## config.mk

```make
export PLATFORM = sky130hd
export DESIGN_NAME = spi_burst_engine
export DESIGN_NICKNAME = d
export VERILOG_FILES = /design/src/rtl/spi_burst_pkg.sv /design/src/rtl/spi_half_tick.sv /design/src/rtl/spi_byte_shifter.sv /design/src/rtl/spi_burst_engine.sv
export SDC_FILE = /design/constraint.sdc
export NUM_CORES = 1
export LEC_CHECK = 0
export CAP_MARGIN = 10
export CORE_MARGIN = 2
export CORE_UTILIZATION = 40
export CTS_BUF_LIST = sky130_fd_sc_hd__clkbuf_8
export CTS_CLUSTER_SIZE = 20
export DETAILED_ROUTE_END_ITERATION = 12
export HOLD_SLACK_MARGIN = 0.05
export MAX_ROUTING_LAYER = met4
export SETUP_SLACK_MARGIN = 0.15
export SYNTH_ARGS = -nofsm -noshare
export SYNTH_HDL_FRONTEND = slang
export SYNTH_SLANG_ARGS = --single-unit
```

## constraint.sdc

```tcl
create_clock -name clk -period 5.25 [get_ports clk]
set_input_delay 1.05 -clock clk [delete_from_list [all_inputs] [get_ports clk]]
set_output_delay 1.05 -clock clk [all_outputs]
set_load 0.03 [all_outputs]
```

## src/rtl/spi_burst_pkg.sv

```systemverilog
package spi_burst_pkg;
  typedef enum logic [2:0] {
    ST_IDLE,
    ST_CHECK,
    ST_SHIFT_GO,
    ST_SHIFT_WAIT,
    ST_WORD_END
  } eng_state_e;

  function automatic int safe_clog2(input int v);
    return (v > 1) ? $clog2(v) : 1;
  endfunction
endpackage

```

## src/rtl/spi_half_tick.sv

```systemverilog
module spi_half_tick #(
  parameter int HALF = 2
) (
  input  logic clk,
  input  logic rst_n,
  input  logic en,
  output logic tick_o
);
  localparam int CW = spi_burst_pkg::safe_clog2(HALF);

  logic [CW-1:0] cnt_q, cnt_d;
  logic          at_end;

  assign at_end = (cnt_q == CW'(HALF - 1));
  assign tick_o = en & at_end;

  always_comb begin
    cnt_d = cnt_q;
    if (!en || at_end) cnt_d = '0;
    else               cnt_d = cnt_q + 1'b1;
  end

  always_ff @(posedge clk or negedge rst_n) begin
    if (!rst_n) cnt_q <= '0;
    else        cnt_q <= cnt_d;
  end
endmodule

```

## src/rtl/spi_byte_shifter.sv

```systemverilog
// One byte, mode 0, MSB first: rise samples MISO, fall advances MOSI.
module spi_byte_shifter #(
  parameter int DIV = 4
) (
  input  logic       clk,
  input  logic       rst_n,
  input  logic       go_i,
  input  logic [7:0] tx_byte_i,
  input  logic       miso_i,
  output logic       sclk_o,
  output logic       mosi_o,
  output logic [7:0] rx_byte_o,
  output logic       done_o
);
  localparam int HALF = DIV / 2;

  logic       act_q, act_d;
  logic       sclk_q, sclk_d;
  logic [2:0] bit_q, bit_d;
  logic [7:0] txs_q, txs_d;
  logic [7:0] rxs_q, rxs_d;
  logic       done_q, done_d;
  logic       tick;

  spi_half_tick #(.HALF(HALF)) u_tick (
    .clk(clk), .rst_n(rst_n), .en(act_q), .tick_o(tick)
  );

  always_comb begin
    act_d  = act_q;
    sclk_d = sclk_q;
    bit_d  = bit_q;
    txs_d  = txs_q;
    rxs_d  = rxs_q;
    done_d = 1'b0;
    if (go_i) begin
      act_d  = 1'b1;
      sclk_d = 1'b0;
      bit_d  = '0;
      txs_d  = tx_byte_i;
    end else if (tick) begin
      if (!sclk_q) begin
        sclk_d = 1'b1;
        rxs_d  = {rxs_q[6:0], miso_i};
      end else begin
        sclk_d = 1'b0;
        if (bit_q == 3'd7) begin
          act_d  = 1'b0;
          done_d = 1'b1;
        end else begin
          bit_d = bit_q + 3'd1;
          txs_d = {txs_q[6:0], 1'b0};
        end
      end
    end
  end

  always_ff @(posedge clk or negedge rst_n) begin
    if (!rst_n) begin
      act_q  <= 1'b0;
      sclk_q <= 1'b0;
      bit_q  <= '0;
      txs_q  <= '0;
      rxs_q  <= '0;
      done_q <= 1'b0;
    end else begin
      act_q  <= act_d;
      sclk_q <= sclk_d;
      bit_q  <= bit_d;
      txs_q  <= txs_d;
      rxs_q  <= rxs_d;
      done_q <= done_d;
    end
  end

  assign sclk_o    = sclk_q;
  assign mosi_o    = txs_q[7];
  assign rx_byte_o = rxs_q;
  assign done_o    = done_q;
endmodule

```

## src/rtl/spi_burst_engine.sv

```systemverilog
module spi_burst_engine #(
  parameter int DIV    = 4,
  parameter int BLEN_W = 12,
  parameter int NCH    = 4,
  parameter int WORD_W = 32,
  parameter int CH_W   = spi_burst_pkg::safe_clog2(NCH)
) (
  input  logic              clk,
  input  logic              rst_n,
  input  logic              start_i,
  input  logic [BLEN_W-1:0] cfg_blen_i,
  input  logic              cfg_imm_i,
  input  logic [NCH-1:0]    cfg_wave_i,
  input  logic [CH_W-1:0]   cfg_chan_i,
  input  logic              cfg_master_i,
  input  logic              tx_valid_i,
  input  logic [WORD_W-1:0] tx_data_i,
  output logic              tx_pop_o,
  input  logic              rx_full_i,
  output logic              rx_push_o,
  output logic [WORD_W-1:0] rx_data_o,
  output logic              sclk_o,
  output logic              mosi_o,
  input  logic              miso_i,
  output logic              busy_o,
  output logic              xch_o,
  output logic              done_o,
  output logic              ovf_o
);
  import spi_burst_pkg::*;

  localparam int BYTES = WORD_W / 8;
  localparam int IDX_W = safe_clog2(BYTES);
  localparam int CNT_W = BLEN_W + 2;               // signed two's complement
  localparam int BUD_W = $clog2(WORD_W) + 2;       // signed per-word budget

  // reset: asynchronous assert, synchronous release
  logic [1:0] rs_q;
  logic       rst_int_n;
  always_ff @(posedge clk or negedge rst_n) begin
    if (!rst_n) rs_q <= '0;
    else        rs_q <= {rs_q[0], 1'b1};
  end
  assign rst_int_n = rs_q[1];

  eng_state_e        state_q, state_d;
  logic [CNT_W-1:0]  cnt_q, cnt_d;
  logic [BUD_W-1:0]  bud_q, bud_d;
  logic [IDX_W-1:0]  idx_q, idx_d;
  logic [WORD_W-1:0] txw_q, txw_d;
  logic [WORD_W-1:0] rxw_q, rxw_d;
  logic              xch_q, xch_d;

  logic              wave_mode, cnt_spent, bud_left;
  logic [CNT_W-1:0]  reload_val, cnt_eff, cnt_after;
  logic [BUD_W-1:0]  bud_first, bud_after;
  logic              sh_go, sh_done;
  logic [7:0]        sh_rx;

  assign wave_mode  = cfg_master_i & ~cfg_imm_i & cfg_wave_i[cfg_chan_i];
  assign cnt_spent  = cnt_q[CNT_W-1] | (cnt_q == '0);
  assign reload_val = {2'b00, cfg_blen_i} + CNT_W'(1);
  assign cnt_eff    = cnt_spent ? reload_val : cnt_q;
  assign bud_first  = (cnt_eff > CNT_W'(WORD_W)) ? BUD_W'(WORD_W) : cnt_eff[BUD_W-1:0];
  assign bud_after  = bud_q - BUD_W'(8);
  assign cnt_after  = cnt_q - CNT_W'(8);
  assign bud_left   = ~bud_after[BUD_W-1] & (bud_after != '0);
  assign sh_go      = (state_q == ST_SHIFT_GO);

  spi_byte_shifter #(.DIV(DIV)) u_shift (
    .clk(clk), .rst_n(rst_int_n), .go_i(sh_go), .tx_byte_i(txw_q[7:0]),
    .miso_i(miso_i), .sclk_o(sclk_o), .mosi_o(mosi_o),
    .rx_byte_o(sh_rx), .done_o(sh_done)
  );

  always_comb begin
    state_d   = state_q;
    cnt_d     = cnt_q;
    bud_d     = bud_q;
    idx_d     = idx_q;
    txw_d     = txw_q;
    rxw_d     = rxw_q;
    xch_d     = xch_q;
    tx_pop_o  = 1'b0;
    rx_push_o = 1'b0;
    done_o    = 1'b0;
    ovf_o     = 1'b0;
    unique case (state_q)
      ST_IDLE: if (start_i) state_d = ST_CHECK;
      ST_CHECK: begin
        if (!tx_valid_i) begin
          done_o  = 1'b1;
          state_d = ST_IDLE;
        end else begin
          tx_pop_o = 1'b1;
          txw_d    = tx_data_i;
          rxw_d    = '0;
          idx_d    = '0;
          cnt_d    = cnt_eff;
          bud_d    = bud_first;
          if (cnt_spent && wave_mode) xch_d = 1'b1;
          state_d  = ST_SHIFT_GO;
        end
      end
      ST_SHIFT_GO: state_d = ST_SHIFT_WAIT;
      ST_SHIFT_WAIT: begin
        if (sh_done) begin
          rxw_d[{idx_q, 3'b000} +: 8] = sh_rx;
          txw_d   = txw_q >> 8;
          bud_d   = bud_after;
          cnt_d   = cnt_after;
          idx_d   = idx_q + 1'b1;
          state_d = bud_left ? ST_SHIFT_GO : ST_WORD_END;
        end
      end
      ST_WORD_END: begin
        if (rx_full_i) ovf_o     = 1'b1;
        else           rx_push_o = 1'b1;
        state_d = ST_CHECK;
        if (cnt_spent) begin
          xch_d = 1'b0;
          if (!wave_mode) begin
            done_o  = 1'b1;
            state_d = ST_IDLE;
          end
        end
      end
      default: state_d = ST_IDLE;
    endcase
  end

  always_ff @(posedge clk or negedge rst_int_n) begin
    if (!rst_int_n) begin
      state_q <= ST_IDLE;
      cnt_q   <= '0;
      bud_q   <= '0;
      idx_q   <= '0;
      txw_q   <= '0;
      rxw_q   <= '0;
      xch_q   <= 1'b0;
    end else begin
      state_q <= state_d;
      cnt_q   <= cnt_d;
      bud_q   <= bud_d;
      idx_q   <= idx_d;
      txw_q   <= txw_d;
      rxw_q   <= rxw_d;
      xch_q   <= xch_d;
    end
  end

  assign rx_data_o = rxw_q;
  assign busy_o    = (state_q != ST_IDLE);
  assign xch_o     = xch_q;
endmodule

```

==> impl_results.md, run 1 <==
- Result of the run: complete, no violations
- Max Fclk: 231 MHz
- Reg2Reg Setup Slack: 2200 ps
- Final setup viols: 0
- Lkg Pwr: slightly above 3 nW
- Routed via count: 4561
- Initial Util: 40.6%
- Post-synth ARST share: 100%
- Pre-antenna DRT Iters: 5
- Final hold slack: 375 ps
- Number of instances in the placed design: around 850
- H-tree levels: 4
- Int Power: 2.23 mW
- Post-synthesis cell area: between 5000 and 6000 sq um
- Minimum clock period: ~4300 ps
- IO Count: 98
- Starting DRT DRC Count: 305
- Setup crit end kind: output port
- RR Startpoint: state_q[2]
- Worst path max stage delay: 600 ps
- Post-synth top area share: a little over half
- EDFF count, synth: 0
- Worst-path clk slew: 70 ps
- Nets: 752
- CORE AREA: 13700 sq um
- Syn-to-layout area delta: 27.4%
- Slew Limit Fails: 0
- Ys Warns: 0
- Slowest-stage cell, CP: clkdlybuf4s50_1
- Syn nets: 658
- Layout cells sized above 1: a little under a tenth
- RePlAce Congestion: 0.866
- Cell area after placement: 6680 sq um
- Total Wirelength: 13200 um
- Syn_area_per_cell: 9.42 sq um
- Crit path launch: cfg_chan_i[0]
- Rel. slew slack: 41.8%
- # clock sinks: 116
- Hpwl dp: 9280 um
- Gate Count Post-Synth: around 600
- Antenna diode count: 0
- PD cells: 523 nW/um^2
- Max-cap violations: 0
- Vias in the first global route: between 4000 and 5000
- Initial antenna violation count: 0
- Logic pwr share: 38.4%
- Flops & latches, synth: 116
- VDD IR max: 0.196 mV
- First-pass GRT wire length: 21900 um
- Net Sw Frac: 39.9%
- Slew of the pin with the lowest slew margin: 867 ps
- CP arrival: 3270 ps
- Port Buffers: 97
- Post-CTS setup buffer count: 0
- Top_reg_cell synth: dfrtp_1
- Largest net degree at the start of global routing: 61
- Setup Crit Path Kind: in2out
- CTS tree: built
- Non-filler instance count after layout: 878
- Setup_tns: 0 ps
- Final hold violations: 0
- DIE AREA: between 10000 and 15000 sq um
- Sequential area share after synthesis: 52.1%
- Synth unique cells: 63
- Layout Skew: 9.00 ps
- Via/cell ratio: 5.19
- Register share of total power: 39.2%
- Worst min-delay path class: reg2reg
- CP max FO: 3
- Switching power total: 1.48 mW
- Wire length per cell: 15.0 um
- GR Util All Layers: 19.5%
- Top cell type by total area after synthesis: dfrtp_1
- Worst path cell trace: clkdlybuf4s50_1 -> nor2b_1 -> a211oi_1 -> a2111oi_0 -> buf_4 -> nor2_1 -> a31oi_1 -> nor2_1 -> clkdlybuf4s50_1
- Worst-Skew Late Latency: 440 ps
- Post-cts hold buffer count: 0
- Die W: 122 um
- GRT overflow: 0
- Area contributors post-synth: dfrtp_1 (52%), nand2_1 (7.8%), nor2_1 (5.1%), a22o_1 (3.8%), a31oi_1 (3.7%)
- Final instance area: 7090 sq um
- Hold Startpoint: rs_q[0]
- DRC Markers: 0
- CTS Buf Count: 17
- Row count: 43
- Startpoint Class: input pin
- Clock root buffer: clkbuf_8
- Final ANT Viol Nets: 0
- RSZ-0062 raised after global routing: no
- Period utilization: 82.3%
- Longest Clk Path Bufs: 2
- Die Height: 122 um
- Resize count post-CTS: 0
- Clock network power share: 22.4%
- Crit path required time: 4200 ps
==> power groups by stage <==
| stage | clock network [mW] | registers (mW) | logic (mW) |
|---|---|---|---|
| after global placement | 0 | 1.45 | 1.39 |
| after floorplan | 0 | 1.44 | 1.07 |
| after CTS | 0.850 | 1.45 | 1.43 |
| after global routing | 0.895 | 1.50 | 1.62 |
| after detailed placement | 0 | 1.47 | 1.43 |
| final | 0.833 | 1.45 | 1.43 |
==> cell usage in the layout, fill, tap and decap left out, types with 3 or more instances in the layout <==
cell type	instances
o21ai_0	29
nand2_1	115
clkinv_2	5
inv_1	20
ha_1	9
nor2b_1	3
and2_1	3
clkdlybuf4s50_1	97
a32oi_1	3
clkbuf_8	22
a21oi_1	14
mux2i_1	3
nand3_1	25
nand4_1	4
a22o_1	24
o21ai_1	5
a211oi_1	3
dfrtp_1	115
nor3_1	9
nor2_1	75
buf_4	6
o21a_1	3
xnor2_1	7
mux2_2	9
a31oi_1	33
xor2_1	4
a221oi_1	3
==> per-layer routing <==
layer / wire, um / GRT usage (%) / vias up
met4: 200 / 6.47 / 0
met3: 638 / 4.92 / 15
li1: - / - / 2261
met5: 0 / - / -
met1: 6250 / 25.8 / 2169
met2: 6070 / 29.3 / 116
==> sequential cells by signal, summed over array words and instances, names as in the netlist <==
name                   count
rx_data_o                 32
u_shift.rx_byte_o          8
cnt_q                     14
u_shift.bit_q              3
xch_o                      1
u_shift.sclk_o             1
state_q                    3
idx_q                      2
rs_q                       2
u_shift.u_tick.at_end      1
u_shift.done_o             1
txw_q                     32
u_shift.txs_q              8
bud_q                      7
u_shift.act_q              1
==> synth_stat cells (2+ instances only) <==
library cell	instances
nor3b_1	2
nand3_1	25
o21a_1	3
and2_1	3
and3_1	2
nand2_1	115
clkbuf_1	15
a31oi_1	33
ha_1	9
nand2b_1	2
xnor2_1	7
nor2b_1	3
nand4_1	4
mux2i_1	3
a32oi_1	3
a221oi_1	3
dfrtp_1	116
a22o_1	24
buf_1	3
o22ai_1	2
inv_1	19
nor2_1	75
or3_1	2
o21ai_1	4
a21o_1	2
a211oi_1	3
nor4_2	2
xor2_1	4
mux2_2	9
o21ai_0	30
and4_1	2
nor3_2	2
buf_2	9
a21oi_1	14
nor3_1	9
==> worst paths after layout <==
path                                    end  cells after the start
setup / recovery                     done_o                      9
hold / removal                      rs_q[1]                      0
setup reg to reg                  cnt_q[12]                      8
hold reg to reg                     rs_q[1]                      0
max in group asynchronous          cnt_q[4]                      1
min in group asynchronous  u_shift.bit_q[0]                      0
==> final cells by class <==
cell class	count	area (sq um)
repair buffers	103	1020
clock buffers	22	303
flip-flops and latches	116	2910
inverters	20	75.1
well taps	180	225
clock inverters	10	104
fillers	1279	6630
multi-input cells	427	2460
==> per-stage QoR <==
step                power (mW)  util (%)  setup WS [ps]
floorplan                 2.50         -           1780
global placement          2.85      48.7            960
detailed placement        2.89      48.7            929
CTS                       3.73      51.6            926
global route              4.02      51.7            769
finish                    3.71      51.7            930
==> kinds of logic (layout without fill, tap and decap cells) <==
group / count (synthesis) / count (layout) / share of synthesized area, %
AO/OA/AOI/OAI: 134 / 134 / 16.7
AND/OR/NAND/NOR: 260 / 260 / 21.4
adder cells (fa/ha/maj): 9 / 9 / 2.02
other: 1 / 1 / 0.0674
flip-flops: 116 / 116 / 52.1
multiplexers: 12 / 12 / 2.36
buffers and inverters: 48 / 155 / 3.62
XOR/XNOR: 11 / 11 / 1.73
==> critical path, delay by kind of cell <==
family | cells | cell delay (ps)
simple gates | 3 | 280
compound gates | 3 | 670
buf+inv | 3 | 1260
No activity file was read; power rests on OpenSTA's default activity.
==> run 2, diff against run 1 <==
==> constraint.sdc (replaced) <==
create_clock -name clk -period 4.3 [get_ports clk]
set_input_delay 0.86 -clock clk [delete_from_list [all_inputs] [get_ports clk]]
set_output_delay 0.86 -clock clk [all_outputs]
set_load 0.03 [all_outputs]
==> run 2 against run 1 <==
Utilization is 0.31 points lower. Largest cell class unchanged. Design area is 0.60% lower. Highest routed layer unchanged. Clock skew is 1.5 ps lower. Routed wire length is 0.21% lower. Non-clock buffer count is 2 higher.
==> impl_results.md, run 2 (synthesis results as in run 1) <==
- Result of the run: complete, no violations
- Startpoint Class: input pin
- Post-cts hold buffer count: 0 (unchanged)
- Row count: 43 (unchanged)
- Setup_tns: 0 ps (unchanged)
- Hold endpoint: rs_q[1]
- Final instance area: 7050 sq um (-0.60%)
- Hpwl dp: 9300 um (+0.20%)
- VDD IR max: 0.367 mV (+87%)
- Total power: 4.44 mW (+20%)
- Initial Util: 40.6% (unchanged)
- Initial antenna violation count: 0 (unchanged)
- DRC Markers: 0 (unchanged)
- Post-CTS setup buffer count: 0 (unchanged)
- Max-cap violations: 0 (unchanged)
- IO Count: 98 (unchanged)
- H-tree levels: 4 (unchanged)
- Final setup viols: 0 (unchanged)
- Slew of the pin with the lowest slew margin: 954 ps (+87.7 ps)
- Most frequent cells in the layout: nand2_1 (115), dfrtp_1 (115), clkdlybuf4s50_1 (97), nor2_1 (75), a31oi_1 (33)
- GRT overflow: 0 (unchanged)
- First-pass GRT wire length: 21900 um (+0.19%)
- Worst R2R Path Depth: 7 (-1)
- Syn-to-layout area delta: 26.6%
- RePlAce Congestion: 0.880 (+1.6%)
- Nets: 754 (+0.27%)
- Wire length per cell: 15.0 um (about the same)
- CTS tree: built
- Fill cell count: 1299 (+1.6%)
- Setup WS post-layout: 415 ps (-514 ps)
- Die W: 122 um (unchanged)
- Final hold violations: 0 (unchanged)
- CP arrival: 3020 ps (-250 ps)
- Worst-path clk slew: 60 ps (about the same)
- Minimum clock period: 3880 ps
- Starting DRT DRC Count: 333 (+9.2%)
- Vias in the first global route: 4405 (-0.16%)
- WHS Path Cells: 0 (unchanged)
- Hold Startpoint: rs_q[0]
- Highest metal used: met4
- PD cells: 630 nW/um^2 (+20%)
- GR Util All Layers: 19.4% (-0.090 points)
- Pre-CTS WS: 396 ps (-533 ps)
- RR Startpoint: state_q[2]
- Setup crit end kind: output port
- Antenna diode count: 0 (unchanged)
- Layout Skew: 7.54 ps (-1.46 ps)
- Cell area after placement: 6690 sq um (+0.22%)
- Resize count post-CTS: 0 (unchanged)
- Final ANT Viol Nets: 0 (unchanged)
- Crit path required time: 3440 ps (-760 ps)
- # clock sinks: 116 (unchanged)
- Max Fclk: 257 MHz
- Port Buffers: 97 (unchanged)
- Longest Clk Path Bufs: 2 (unchanged)
- Lkg Pwr: 3.01 nW (-0.48%)
- Setup Crit Path Kind: in2out
- CP max FO: 3 (unchanged)
- Via/cell ratio: 5.28 (+1.7%)
- DIE AREA: 14900 sq um (unchanged)
- Rel. slew slack: 36.4% (-5.5 points)
- Pre-antenna DRT Iters: 5 (unchanged)
- Period utilization: 90.3%
- Worst reg2reg path endpoint: rx_data_o[22]
- Slew Limit Fails: 0 (unchanged)
- Layout cells sized above 1: 8.76% (-0.40 points)
- CORE AREA: 13700 sq um (unchanged)
- Final hold slack: 364 ps (-10.2 ps)
- Met3 WL post-DR: 698 um (+9.4%)
- Worst min-delay path class: reg2reg
- RSZ-0062 raised after global routing: no
- CTS Buf Count: 17 (unchanged)
- Reg2Reg Setup Slack: 960 ps (-1240 ps)
- Largest net degree at the start of global routing: 75 (+23%)
- Total Wirelength: 13100 um (-0.21%)
- Worst-Skew Late Latency: 440 ps (about the same)
- Routed via count: 4626 (+1.4%)
- Clock root buffer: clkbuf_8
- Die Height: 122 um (unchanged)
- M1 WL: 6350 um (+1.6%)
- Wire length on met2: 5970 um (-1.7%)
run 2: worst max path at each step:
stage             startpoint  endpoint  slack [ps]  cells past startpoint
2_1_floorplan        rs_q[1]  bud_q[0]         830                      0
3_5_place_dp   cfg_chan_i[0]    done_o         400                      9
6_report       cfg_chan_i[0]    done_o         420                      9
5_1_grt            cnt_q[10]    done_o         220                      6
4_1_cts        cfg_chan_i[0]    done_o         390                      9
3_3_place_gp   cfg_chan_i[0]    done_o         420                      9
run 2: worst max-delay path, cell delays in order:
cell	delay (ps)
clkdlybuf4s50_1	460
nor2b_1	130
a211oi_1	50
a2111oi_0	390
buf_4	200
nor2_1	60
a31oi_1	190
nor2_1	70
clkdlybuf4s50_1	610
run 2: stage by stage:
step	util [%]	cells
final	51.4	876
after global routing	51.4	876
after CTS	51.3	875
after detailed placement	48.8	847
after global placement	48.8	847
after floorplan	-	591
run 2: final cells by class:
type                    instances  area (sq um)  share of cell area (%)
flip-flops and latches        116          2910                    41.2
multi-input cells             427          2460                    34.9
repair buffers                105          1030                    14.6
inverters                      20          75.1                    1.06
clock inverters                 7          60.1                   0.852
well taps                     180           225                    3.19
clock buffers                  21           289                    4.10
run 2: where the power goes:
part / internal [mW] / switching [mW]
sequential: 1.45 / 0.324
combinational: 0.695 / 1.07
clock: 0.497 / 0.408
total: 2.65 / 1.80
run 2: routing by layer:
| metal | global-route usage (%) | up-vias |
|---|---|---|
| li1 | - | 2265 |
| met1 | 25.8 | 2224 |
| met2 | 28.4 | 126 |
| met3 | 5.43 | 11 |
| met4 | 6.90 | 0 |
| met5 | - | - |
==> run 3, diff against run 2 <==
--- a/config.mk
+++ b/config.mk
@@ -11,6 +11,7 @@
 export CTS_BUF_LIST = sky130_fd_sc_hd__clkbuf_8
 export CTS_CLUSTER_SIZE = 20
 export DETAILED_ROUTE_END_ITERATION = 12
+export GPL_TIMING_DRIVEN = 0
 export HOLD_SLACK_MARGIN = 0.05
 export MAX_ROUTING_LAYER = met4
 export SETUP_SLACK_MARGIN = 0.15
==> run 3 against run 2 <==
Sequential power is essentially flat. Setup slack improved by 140 ps. Sequential share of layout area is 0.66 points lower. Largest power group is now combinational logic. First-iteration DRC count up 3.6%. Clock-buffer cell count decreased by 1. Via count is 2.6% higher.
==> impl_results.md, run 3 (synthesis results as in run 1) <==
- PD cells: 635 nW/um^2 (+0.67%)
- GR Util All Layers: 20.7% (+1.3 points)
- Startpoint Class: input pin
- First-pass GRT wire length: 23100 um (+5.3%)
- Period utilization: 87.0% (-3.3 points)
- Rel. slew slack: 45.8% (+9.4 points)
- H-tree levels: 4 (unchanged)
- Hold endpoint: rs_q[1]
- Nets: 774 (+2.7%)
- Layout Skew: 6.29 ps (-1.25 ps)
- Lkg Pwr: 3.08 nW (+2.4%)
- RR Startpoint: state_q[0]
- GRT busiest layer: met2
- GRT overflow: 0 (unchanged)
- WHS Path Cells: 0 (unchanged)
- Non-filler instance count after layout: 900 (+2.7%)
- Longest Clk Path Bufs: 2 (unchanged)
- Setup crit end kind: output port
- M3 GR Usage: 5.06% (-0.37 points)
- Worst reg2reg path endpoint: cnt_q[8]
- Final ANT Viol Nets: 0 (unchanged)
- Hold Startpoint: rs_q[0]
- Setup Crit Path Kind: in2out
- Most frequent cells in the layout: nand2_1 (115), dfrtp_1 (115), clkdlybuf4s50_1 (96), nor2_1 (75), a31oi_1 (33)
- Syn-to-layout area delta: 28.7%
- Final setup viols: 0 (unchanged)
- Routed via count: 4748 (+2.6%)
- Initial Util: 40.6% (unchanged)
- Worst R2R Path Depth: 8 (+1)
- Largest net degree at the start of global routing: 61 (-19%)
- CP arrival: 2880 ps (-140 ps)
- CTS tree: built
- Global Route met1 Usage: 27.2% (+1.4 points)
- Port Buffers: 97 (unchanged)
- Number of instances in the placed design: 869 (+2.6%)
- DIE AREA: 14900 sq um (unchanged)
- Grt met2 use: 31.0% (+2.7 points)
- CTS Buf Count: 17 (unchanged)
- VDD IR max: 0.237 mV (-35%)
- Result of the run: complete, no violations
- Wire length per cell: 15.3 um (+2.2%)
- IO Count: 98 (unchanged)
- Max-cap violations: 0 (unchanged)
- Slew Limit Fails: 0 (unchanged)
- Final hold violations: 0 (unchanged)
- Worst-path clk slew: 60 ps (about the same)
- Slew of the pin with the lowest slew margin: 811 ps (-144 ps)
- CP max FO: 16 (+13)
- Row count: 43 (unchanged)
- Pre-antenna DRT Iters: 6 (+1)
- Max Fclk: 267 MHz (+3.8%)
- Total Wirelength: 13800 um (+5.0%)
- Layout cells sized above 1: 9.58% (+0.82 points)
- Initial antenna violation count: 0 (unchanged)
- Worst-Skew Late Latency: 450 ps (about the same)
- Reg2Reg Setup Slack: 1840 ps (+880 ps)
- Hpwl dp: 10100 um (+8.5%)
- DRC Markers: 0 (unchanged)
- Vias in the first global route: 4663 (+5.9%)
- Setup_tns: 0 ps (unchanged)
- Worst min-delay path class: reg2reg
- RSZ-0062 raised after global routing: no
- Post-CTS setup buffer count: 0 (unchanged)
- Crit path required time: 3440 ps (about the same)
- Minimum clock period: 3740 ps (-143 ps)
- CORE AREA: 13700 sq um (unchanged)
- Die Height: 122 um (unchanged)
- Antenna diode count: 0 (unchanged)
- Die W: 122 um (unchanged)
- # clock sinks: 116 (unchanged)
- Via/cell ratio: 5.28 (about the same)
- Starting DRT DRC Count: 345 (+3.6%)
- Fill cell count: 1298 (-0.077%)
- Clock root buffer: clkbuf_8
- RePlAce Congestion: 0.862 (-2.1%)
## run 3: cell count changes in the layout (fill, tap and decap cells not counted), moves of 2 or more
cell	change
clkinv_2	+4
buf_1	+2
buf_2	+9
clkbuf_1	+15
buf_4	-8
## run 3: power by group
| part | switching, mW | leakage [nW] | internal [mW] | total [mW] |
|---|---|---|---|---|
| Clock | 0.432 | 0.200 | 0.490 | 0.922 |
| Sequential | 0.301 | 1.43 | 1.45 | 1.76 |
| Combinational | 1.15 | 1.44 | 0.714 | 1.87 |
## run 3: how the worst max path moves through the flow
| stage | startpoint | endpoint | slack [ps] | depth (start not counted) |
|---|---|---|---|---|
| 2_1_floorplan | rs_q[1] | bud_q[0] | 830 | 0 |
| 3_3_place_gp | rs_q[1] | txw_q[31] | -490 | 0 |
| 3_5_place_dp | cfg_chan_i[0] | done_o | 60 | 8 |
| 4_1_cts | cfg_chan_i[0] | done_o | 220 | 8 |
| 5_1_grt | tx_valid_i | tx_pop_o | 440 | 5 |
| 6_report | tx_valid_i | tx_pop_o | 560 | 5 |
## run 3: layer usage
layer,vias to the layer above,wire length [um]
met4,0,224
met1,2294,6520
met3,21,686
met2,124,6370
li1,2309,-
met5,-,0
## run 3: final cells by class
class	count	area, sq um	area share [%]
timing repair buffer	98	1000	14.0
inverter	20	75.1	1.05
multi-input combinational	427	2470	34.5
buffer	27	123	1.71
clock buffer	20	275	3.84
tap	180	225	3.14
clock inverter	12	88.8	1.24
sequential	116	2910	40.6
## run 3: worst max-delay path: stages
cell and delay, ps:
clkdlybuf4s50_1 510, nand3b_1 100, or2b_2 330, clkinv_1 320, clkdlybuf4s50_1 750
## run 3: through the flow
stage	utilization, %	setup WS [ps]	hold slack [ps]	cell area, sq um	power [mW]
2_1_floorplan	-	829	331	5570	3.06
3_3_place_gp	49.3	-491	342	6760	3.58
3_5_place_dp	49.5	62.9	353	6790	3.64
4_1_cts	52.2	220	363	7160	4.58
5_1_grt	52.2	444	370	7160	4.93
6_report	52.2	558	356	7160	4.55
## run 3: repair_timing
action	in CTS	in global routing
setup endpoints to repair	1	2
hold buffers	0	0
gates resized for setup	1	2
